## src/rtl/spi_pkg.sv

```systemverilog
package spi_pkg;

    localparam logic [1:0] ADDR_CTRL = 2'd0;
    localparam logic [1:0] ADDR_STAT = 2'd1;
    localparam logic [1:0] ADDR_DATA = 2'd2;

    typedef struct packed {
        logic       ie;
        logic       en;
        logic       master;
        logic       cpol;
        logic       cpha;
        logic [2:0] rate;
    } ctrl_t;

    typedef struct packed {
        logic sod;
        logic ssm;
        logic ssi;
    } cfg_t;

    typedef struct packed {
        logic spif;
        logic wcol;
        logic ovr;
        logic modf;
    } flags_t;

    // half-period of the master serial clock in system clocks
    function automatic logic [5:0] half_period(input logic [2:0] code);
        if (code < 3'd6) return 6'd1 << code;
        else             return 6'd32;
    endfunction

endpackage

```

## src/rtl/spi_sync.sv

```systemverilog
module spi_sync #(
    parameter int           W    = 1,
    parameter logic [W-1:0] INIT = '0
) (
    input  logic         clk,
    input  logic         rst,
    input  logic [W-1:0] d,
    output logic [W-1:0] q
);
    for (genvar g = 0; g < W; g++) begin : g_bit
        logic [1:0] st;
        always_ff @(posedge clk) begin
            if (rst) st <= {2{INIT[g]}};
            else     st <= {st[0], d[g]};
        end
        assign q[g] = st[1];
    end
endmodule

```

## src/rtl/spi_mclk.sv

```systemverilog
module spi_mclk import spi_pkg::*; #(
    parameter int EDGES = 16
) (
    input  logic       clk,
    input  logic       rst,
    input  logic       start,
    input  logic       abort,
    input  logic [2:0] rate,
    output logic       run,
    output logic       lead,
    output logic       trail,
    output logic       phase
);
    localparam int EW = $clog2(EDGES);

    logic [5:0]    tick;
    logic [EW-1:0] ecnt;
    logic          run_q, ph_q, edge_now;

    assign edge_now = run_q && (tick == half_period(rate) - 6'd1);

    always_ff @(posedge clk) begin
        if (rst || abort) begin
            run_q <= 1'b0; tick <= '0; ecnt <= '0; ph_q <= 1'b0;
        end else if (!run_q) begin
            if (start) begin
                run_q <= 1'b1; tick <= '0; ecnt <= '0; ph_q <= 1'b0;
            end
        end else if (edge_now) begin
            tick <= '0;
            ph_q <= ~ph_q;
            ecnt <= ecnt + 1'b1;
            if (ecnt == EW'(EDGES - 1)) run_q <= 1'b0;
        end else begin
            tick <= tick + 6'd1;
        end
    end

    assign run   = run_q;
    assign lead  = edge_now && !ecnt[0];
    assign trail = edge_now &&  ecnt[0];
    assign phase = ph_q;


    tick_range_chk: assert property (@(posedge clk) disable iff (rst)
        run_q |-> (tick < half_period(rate)));
endmodule

```

## src/rtl/spi_shifter.sv

```systemverilog
module spi_shifter #(
    parameter int DW = 8
) (
    input  logic          clk,
    input  logic          rst,
    input  logic          load,
    input  logic [DW-1:0] load_val,
    input  logic          lead,
    input  logic          trail,
    input  logic          clear,
    input  logic          cpha,
    input  logic          din,
    output logic          out_bit,
    output logic [DW-1:0] sr,
    output logic          busy,
    output logic          done
);
    localparam int CW = $clog2(DW);

    logic [DW-1:0] sr_q;
    logic [CW-1:0] cnt;
    logic          cap, dout, act, done_q;

    always_ff @(posedge clk) begin
        if (rst) begin
            sr_q <= '0; cnt <= '0; cap <= 1'b0; dout <= 1'b0;
            act <= 1'b0; done_q <= 1'b0;
        end else begin
            done_q <= 1'b0;
            if (load) sr_q <= load_val;
            if (clear) begin
                cnt <= '0;
                act <= 1'b0;
            end else begin
                if (lead) begin
                    act <= 1'b1;
                    if (cpha) dout <= sr_q[DW-1];
                    else      cap  <= din;
                end
                if (trail && act) begin
                    sr_q <= {sr_q[DW-2:0], cpha ? din : cap};
                    cnt  <= cnt + 1'b1;
                    if (cnt == CW'(DW - 1)) begin
                        done_q <= 1'b1;
                        act    <= 1'b0;
                    end
                end
            end
        end
    end

    assign out_bit = cpha ? dout : sr_q[DW-1];
    assign sr      = sr_q;
    assign busy    = act;
    assign done    = done_q;


    word_end_chk: assert property (@(posedge clk) disable iff (rst)
        done_q |-> (cnt == '0) && !act);
endmodule

```

## src/rtl/spi_port.sv

```systemverilog
module spi_port import spi_pkg::*; #(
    parameter int DATA_W = 8
) (
    input  logic              clk,
    input  logic              rst,
    input  logic              bus_wr,
    input  logic              bus_rd,
    input  logic [1:0]        bus_addr,
    input  logic [DATA_W-1:0] bus_wdata,
    output logic [DATA_W-1:0] bus_rdata,
    input  logic              sck_i,
    output logic              sck_o,
    output logic              sck_oe,
    input  logic              mosi_i,
    output logic              mosi_o,
    output logic              mosi_oe,
    input  logic              miso_i,
    output logic              miso_o,
    output logic              miso_oe,
    input  logic              ss_n_i,
    output logic              irq
);
    localparam int EDGES = 2 * DATA_W;

    ctrl_t             ctrl_q;
    cfg_t              cfg_q;
    flags_t            flags_q;
    logic [DATA_W-1:0] rbuf;
    logic              arm_q;

    logic [2:0] pin_s;
    logic       ss_n_s, sck_s, mosi_s, sck_d;

    spi_sync #(.W(3), .INIT(3'b100)) u_sync (
        .clk(clk), .rst(rst), .d({ss_n_i, sck_i, mosi_i}), .q(pin_s));
    assign {ss_n_s, sck_s, mosi_s} = pin_s;

    always_ff @(posedge clk) begin
        if (rst) sck_d <= 1'b0;
        else     sck_d <= sck_s;
    end

    logic master_on, sel_act, s_sel, modf_evt;
    logic s_rise, s_fall, s_lead, s_trail;
    assign master_on = ctrl_q.en && ctrl_q.master;
    assign sel_act   = cfg_q.ssm ? !cfg_q.ssi : !ss_n_s;
    assign s_sel     = ctrl_q.en && !ctrl_q.master && sel_act;
    assign modf_evt  = master_on && sel_act;
    assign s_rise    = sck_s && !sck_d;
    assign s_fall    = !sck_s && sck_d;
    assign s_lead    = s_sel && (ctrl_q.cpol ? s_fall : s_rise);
    assign s_trail   = s_sel && (ctrl_q.cpol ? s_rise : s_fall);

    logic wr_ctrl, wr_stat, wr_data, clr_xfer, busy, wcol_evt, load;
    logic m_run, m_lead, m_trail, m_phase;
    logic sh_lead, sh_trail, sh_out, sh_busy, sh_done;
    logic [DATA_W-1:0] sh_sr;

    assign wr_ctrl  = bus_wr && (bus_addr == ADDR_CTRL);
    assign wr_stat  = bus_wr && (bus_addr == ADDR_STAT);
    assign wr_data  = bus_wr && (bus_addr == ADDR_DATA);
    assign clr_xfer = arm_q && (bus_wr || bus_rd) && (bus_addr == ADDR_DATA);
    assign busy     = m_run || sh_busy;
    assign wcol_evt = wr_data && busy;
    assign load     = wr_data && !busy;

    spi_mclk #(.EDGES(EDGES)) u_mclk (
        .clk(clk), .rst(rst), .start(load && master_on),
        .abort(!master_on || modf_evt), .rate(ctrl_q.rate),
        .run(m_run), .lead(m_lead), .trail(m_trail), .phase(m_phase));

    assign sh_lead  = master_on ? m_lead  : s_lead;
    assign sh_trail = master_on ? m_trail : s_trail;

    spi_shifter #(.DW(DATA_W)) u_shift (
        .clk(clk), .rst(rst), .load(load), .load_val(bus_wdata),
        .lead(sh_lead), .trail(sh_trail), .clear(!master_on && !s_sel),
        .cpha(ctrl_q.cpha), .din(master_on ? miso_i : mosi_s),
        .out_bit(sh_out), .sr(sh_sr), .busy(sh_busy), .done(sh_done));

    always_ff @(posedge clk) begin
        if (rst) begin
            ctrl_q <= '0; cfg_q <= '0; flags_q <= '0; rbuf <= '0; arm_q <= 1'b0;
        end else begin
            if (bus_wr || bus_rd) arm_q <= bus_rd && (bus_addr == ADDR_STAT);
            if (wr_ctrl) begin
                ctrl_q <= ctrl_t'(bus_wdata[7:0]);
                if (arm_q) flags_q.modf <= 1'b0;
            end
            if (wr_stat) cfg_q <= cfg_t'(bus_wdata[2:0]);
            if (clr_xfer) begin
                flags_q.spif <= 1'b0;
                flags_q.wcol <= 1'b0;
                flags_q.ovr  <= 1'b0;
            end
            if (wcol_evt) flags_q.wcol <= 1'b1;
            if (sh_done) begin
                if (flags_q.spif && !clr_xfer) begin
                    flags_q.ovr <= 1'b1;
                end else begin
                    flags_q.spif <= 1'b1;
                    rbuf         <= sh_sr;
                end
            end
            if (modf_evt) begin
                flags_q.modf  <= 1'b1;
                ctrl_q.en     <= 1'b0;
                ctrl_q.master <= 1'b0;
            end
        end
    end

    always_comb begin
        case (bus_addr)
            ADDR_CTRL: bus_rdata = DATA_W'(ctrl_q);
            ADDR_STAT: bus_rdata = DATA_W'({flags_q, 1'b0, cfg_q});
            ADDR_DATA: bus_rdata = rbuf;
            default:   bus_rdata = '0;
        endcase
    end

    assign sck_o   = master_on ? (ctrl_q.cpol ^ m_phase) : ctrl_q.cpol;
    assign sck_oe  = master_on;
    assign mosi_o  = sh_out;
    assign mosi_oe = master_on;
    assign miso_o  = sh_out;
    assign miso_oe = s_sel && !cfg_q.sod;
    assign irq     = ctrl_q.ie && (|flags_q);


    edge_excl_chk: assert property (@(posedge clk) disable iff (rst)
        !(sh_lead && sh_trail));

    oe_excl_chk: assert property (@(posedge clk) disable iff (rst)
        !(sck_oe && miso_oe));

    spif_set_chk: assert property (@(posedge clk) disable iff (rst)
        sh_done |=> flags_q.spif);

    wcol_set_chk: assert property (@(posedge clk) disable iff (rst)
        wcol_evt |=> flags_q.wcol);

    modf_stop_chk: assert property (@(posedge clk) disable iff (rst)
        modf_evt |=> (flags_q.modf && !sck_oe && !mosi_oe));

    ovr_keep_chk: assert property (@(posedge clk) disable iff (rst)
        (sh_done && flags_q.spif && !clr_xfer) |=> (flags_q.ovr && $stable(rbuf)));
endmodule

```

## config.mk

```make
export PLATFORM = sky130hd
export DESIGN_NAME = spi_port
export DESIGN_NICKNAME = d
export VERILOG_FILES = /design/src/rtl/spi_pkg.sv /design/src/rtl/spi_sync.sv /design/src/rtl/spi_mclk.sv /design/src/rtl/spi_shifter.sv /design/src/rtl/spi_port.sv
export SDC_FILE = /design/constraint.sdc
export NUM_CORES = 1
export LEC_CHECK = 0
export ABC_AREA = 1
export BUFFER_PORTS_ARGS = -buffer_cell sky130_fd_sc_hd__clkbuf_2
export CORE_UTILIZATION = 45
export DETAILED_ROUTE_END_ITERATION = 12
export SKIP_CTS_REPAIR_TIMING = 1
export SLEW_MARGIN = 0
export SYNTH_ARGS = -nofsm -noshare
export SYNTH_HDL_FRONTEND = slang
export SYNTH_SLANG_ARGS = --single-unit
```

## constraint.sdc

```tcl
create_clock -name clk -period 2.2 [get_ports clk]
set_clock_uncertainty 0.2 [all_clocks]
set_input_delay 0.11 -clock clk [delete_from_list [all_inputs] [get_ports clk]]
set_output_delay 0.11 -clock clk [all_outputs]
set_load 0.02 [all_outputs]
```

Word-level counts from Yosys, hierarchy flattened
Index checks and enable logic that the tools add are counted.
- bits in registers: 58
- input port bits: 18
- logic and storage cells: 141
- order comparisons: 1
- muxes and demuxes: 40
- reduce and logical (&&, ||, !) cells: 54
- shifts and indexed selects: 1
- equality and inequality tests: 6
- $add $sub $neg: 4
- bitwise logic cells: 6
- operators by type and width (cell ; count):
    $mux 1 ; 28
    $logic_and 1x1->1 ; 25
    $mux 6 ; 4
    $mux 8 ; 3
    $pmux 8 s3 ; 1
    $mux 4 ; 3
    $logic_not 1->1 ; 11
    $reduce_bool 2->1 ; 4
    $add 6x1->6 const B ; 1
    $eq 6x6->1 ; 1
    $reduce_and 2->1 ; 3
    $reduce_and 3->1 ; 2
    $shl 1x3->6 const A ; 1
    $sub 6x1->6 const B ; 1
    $not 1->1 ; 5
    $add 4x1->4 const B ; 1
    $eq 4x4->1 const B ; 1
    $logic_or 1x1->1 ; 4
    $reduce_or 2->1 ; 2
    $reduce_or 4->1 ; 1
    $add 3x1->3 const B ; 1
    $eq 3x3->1 const B ; 1
    $lt 3x3->1 const B ; 1
    $mux 3 ; 1
    other kinds (6) ; 6

Longest topological paths before layout
- word-level depth: 10
- gate-level depth with buffers: 12
- gate-level depth less buffers: 11

Cells and area by module
A second synthesis with hierarchy kept.
- cells, all modules: 434
- area, all modules: 3031.7 µm²
- by module, submodules not included (module ; seq. area each (µm²) ; cells an instance ; area an instance (µm²) ; times used):
    spi_port ; 500.5 ; 195 ; 1398.8 ; 1
    spi_mclk ; 240.2 ; 114 ; 734.5 ; 1
    spi_shifter ; 300.3 ; 103 ; 706.9 ; 1
    spi_sync ; 120.1 ; 22 ; 191.4 ; 1

Worst setup path after synthesis
No wires, ideal clock.
- path kind: register to register
- start: register u_mclk.run_q (netlist: u_mclk.run)
- end: register u_mclk.ecnt[3]
- required time: 1.885 ns
- buffers on the path: 1
- data arrival time: 1.294 ns
- stages on the path, launching flop included: 9
- setup time: 0.115 ns
- setup slack: 0.591 ns
- cell sequence: dfxtp_1 > buf_6 > nor2_1 > nand3_2 > nor2_1 > inv_1 > nand2_2 > nand3_1 > and3_1
- longest elaborated chain between the ends: 6
- RTL lines (what ; RTL line ; RTL):
    start: declaration ; spi_mclk.sv:18 ; logic run_q, ph_q, edge_now;
    start signal: assignment ; spi_mclk.sv:24 ; run_q <= 1'b0; tick <= '0; ecnt <= '0; ph_q <= 1'b0;
    start signal: assignment ; spi_mclk.sv:27 ; run_q <= 1'b1; tick <= '0; ecnt <= '0; ph_q <= 1'b0;
    start signal: assignment ; spi_mclk.sv:33 ; if (ecnt == EW'(EDGES - 1)) run_q <= 1'b0;
    $logic_or 1x1->1 ; spi_port.sv:63 ; assign busy = m_run || sh_busy;
    $logic_not 1->1 ; spi_port.sv:65 ; assign load = wr_data && !busy;
    $logic_and 1x1->1 ; spi_port.sv:65 ;
    $logic_and 1x1->1 ; spi_port.sv:68 ; .clk(clk), .rst(rst), .start(load && master_on),
    $reduce_bool 2->1 (no source line) ; - ;
    $reduce_and 2->1 (no source line) ; - ;
    end signal: assignment ; spi_mclk.sv:32 ; ecnt <= ecnt + 1'b1;
    end: declaration ; spi_mclk.sv:17 ; logic [EW-1:0] ecnt;
Several ways; a longest one is shown, not always the timed one.
A chain may end at the register's enable or synchronous reset.

Final worst setup path
- start: input bus_wr
- end: register rbuf[7]
- longest elaborated chain between the ends: 7
- RTL lines (what ; RTL line ; RTL):
    start: declaration ; spi_port.sv:6 ; input logic bus_wr,
    $logic_or 1x1->1 ; spi_port.sv:62 ; assign clr_xfer = arm_q && (bus_wr || bus_rd) && (bus_addr == ADDR_DATA);
    $logic_and 1x1->1 (2 in a row) ; spi_port.sv:62 ;
    $logic_not 1->1 ; spi_port.sv:98 ; if (flags_q.spif && !clr_xfer) begin
    $logic_and 1x1->1 ; spi_port.sv:98 ;
    $not 1->1 (no source line) ; - ;
    $reduce_and 2->1 (no source line) ; - ;
    end signal: assignment ; spi_port.sv:102 ; rbuf <= sh_sr;
    end: declaration ; spi_port.sv:28 ; logic [DATA_W-1:0] rbuf;
Every way passes these cells.

==> out/metrics.csv <==
metric,value,unit
ANT nets after route,0,
Synth top cells by count,"nand2_1 (88), dfxtp_1 (58), nor2_1 (50), inv_1 (47), a21oi_1 (39)",
Mapped Cells,398,
startpoint type of the worst setup path,input pin,
crit path kind,in -> reg,
Critical path buffers and inverters,3,
# H-tree levels,3,
FP Rows,28,
top post-synthesis cells by area,"dfxtp_1 (41%), nand2_1 (12%), a21oi_1 (7.0%), nor2_1 (6.7%), inv_1 (6.3%)",
prevailing post-synth register cell,dfxtp_1,
Die Y,80.97,um
"Arr. time, crit path",2000,ps
Max-slew headroom,0.7307,
asr flop ratio synth,0,
most frequent cell after synthesis,nand2_1,
synthesis-stage register bit count,58,
Final Critical Period,1977,ps
Max-Cap Viols,0,
Worst VDD drop,447.0,uV
largest net degree at the start of global routing,22,
setup violators final,0,
clock buffer depth,2,
die area,6556,um2
cell area after layout,3407,um2
final wirelength,6624,um
top cell family by delay on the critical path,buffers and inverters,
wire per inst,12.47,um
DRC viols,0,
Hold Worst Slack,-46.92,ps
largest area contributor in the netlist,dfxtp_1,
Tcrit/Tclk final,0.8987,
clk slew on worst S/H paths,60,ps
FMAX,0.5058,GHz
antenna cells,0,
failing checks,negative hold slack,
layout cells sized above 1,0.1689,
DP Area,3050,um2
cts bufs inserted,9,
Hold WC Path Type,in -> reg,
global-route wire length before repair,10760,um
Post-Syn Nets,420,
vias in the first global route,2261,
Final Net Count,473,
Via density,4.921,
CTS tree,yes,
Yosys warning count,0,
# IOs,33,
"Critical Path, Cell by Cell","dlygate4sd3_1, clkbuf_2, nor2_1, nor2_1, nand2_1, nand2_1, nand2_1, clkinv_1, o21ai_0, a21oi_1",
"Distinct cells, synth",39,
post-synth top area share,0.4137,
post-synthesis cell area,2806,um2
P per Cell Area,681.8,nW/um2
count of input and output buffers,32,
placer's final routability congestion estimate,0.8278,
Root Buffer,clkbuf_8,
initial core utilization,0.4712,
chip width,80.97,um
CP peak stage delay,530,ps
worst slew pin tran,402.4,ps
Static Leak,1.416,nW
vias,2613,
Iteration-0 DRC Markers,163,
Post-synth EDFFs,0,
register area share after synthesis,0.4137,
total power,2.323,mW
Slew Limit Fails,0,
CORE AREA,5956,um2
crit-path max FO,9,
Sink Count,58,
status,"complete, but fails checks",
Tot GR Track Use,0.2229,
"Area growth, synth to finish",21.40,%
critical path data required time,2220,ps
"Hold Violations, Final",1,
setup ws final,222.9,ps
antenna violations before repair,0,
aggregate global routing overflow,0,
drt first pass iters,4,
clk_lat worst skew,330,ps
CP max stage cell,dlygate4sd3_1,
Post-Place Worst Slack,342.1,ps
CP Capture Type,register,
"Avg Cell Area, Syn",7.051,um2
RSZ-0062 raised after global routing,no,
setup TNS,0,ps
Most Frequent Cell on Critical Path,nand2_1,
DP HPWL,5008,um
per-layer routing:
layer,vias up,global-route usage,share of wire
met5,-,0,0
met4,0,0.09643,0.018
met3,10,0.04719,0.046
met2,39,0.3555,0.46
met1,1173,0.2891,0.48
li1,1391,-,-
flip-flops by register name (all words and copies together) (netlist names):
signal and cells:
ctrl_q 8, rbuf 8, u_shift.sr 8, u_mclk.tick 6, u_sync.g_bit.st 6, flags_q 4
u_mclk.ecnt 4, cfg_q 3, u_shift.cnt 3, arm_q 1, sck_d 1, u_mclk.phase 1
u_mclk.run 1, u_shift.busy 1, u_shift.cap 1, u_shift.done 1, u_shift.dout 1
cells by family (layout without fill, tap and decap cells):
logic type                 Yosys count  in the layout  share of synthesized area
muxes                                3              3                    0.01159
DFF                                 58             58                     0.4137
buffers and inverters               65            123                    0.09852
xor gates and xnor gates             3              3                   0.009364
AOI/OAI and AO/OA                   86             86                     0.1685
and+or+nand+nor                    179            179                     0.2804
adders and majority gates            4              4                    0.01783
tightest hold or removal path, cell delays in order:
cell,delay [ps]
clkbuf_2,80
mux2i_1,70
nand3_1,80
nand2_1,50
nor2_1,70
through the flow:
stage	instances	hold slack (ps)	utilization
after floorplan	398	13.81	-
after global placement	501	95.08	0.5122
after detailed placement	501	97.89	0.5122
after CTS	517	-254.3	0.5485
after global routing	531	23.87	0.5721
final	531	-46.92	0.5721
where the power goes:
group / switching [mW] / total [mW] / internal, mW
sequential: 0.0160 / 1.09 / 1.07
combinational: 0.106 / 0.182 / 0.0756
clock: 0.406 / 1.05 / 0.648
final timing paths:
path                                                        from  depth (start not counted)                          endpoint  slack (ps)
worst min-delay path                                      miso_i                          5          u_shift.cap$_SDFFE_PP0P_         -50
worst min register to register  u_sync.g_bit[0].st[0]$_SDFF_PP0_                          2  u_sync.g_bit[0].st[1]$_SDFF_PP0_         200
worst max register to register            ctrl_q[2]$_SDFFE_PP0P_                         11           u_shift.busy$_SDFF_PP0_         330
worst max-delay path                                      bus_wr                         10              rbuf[7]$_SDFFE_PP0P_         220
layout make-up:
cell class,instances,area (um2)
clock buffer,15,186.4
clock inverter,1,30.03
fill,608,2549
inverter,51,191.4
multi-input combinational,275,1369
sequential,58,1161
tap,75,93.84
timing repair buffer,56,375.4
cell usage in the layout, fill, tap and decap left out, drive strengths merged:
master	count
and3	1
o21ai	34
a41oi	1
dfxtp	58
mux2	2
o211ai	4
ha	4
nor3	3
nand3	20
a21oi	39
a31oi	1
dlygate4sd3	14
nor2	54
bufinv	1
o221ai	4
o32ai	1
and2	1
o21bai	1
nand4	2
xor2	3
mux2i	1
nand2	93
clkinv	1
or2	2
a211oi	1
nand3b	3
buf	10
clkbuf	47
inv	50
(Power assumes the default switching activity.)
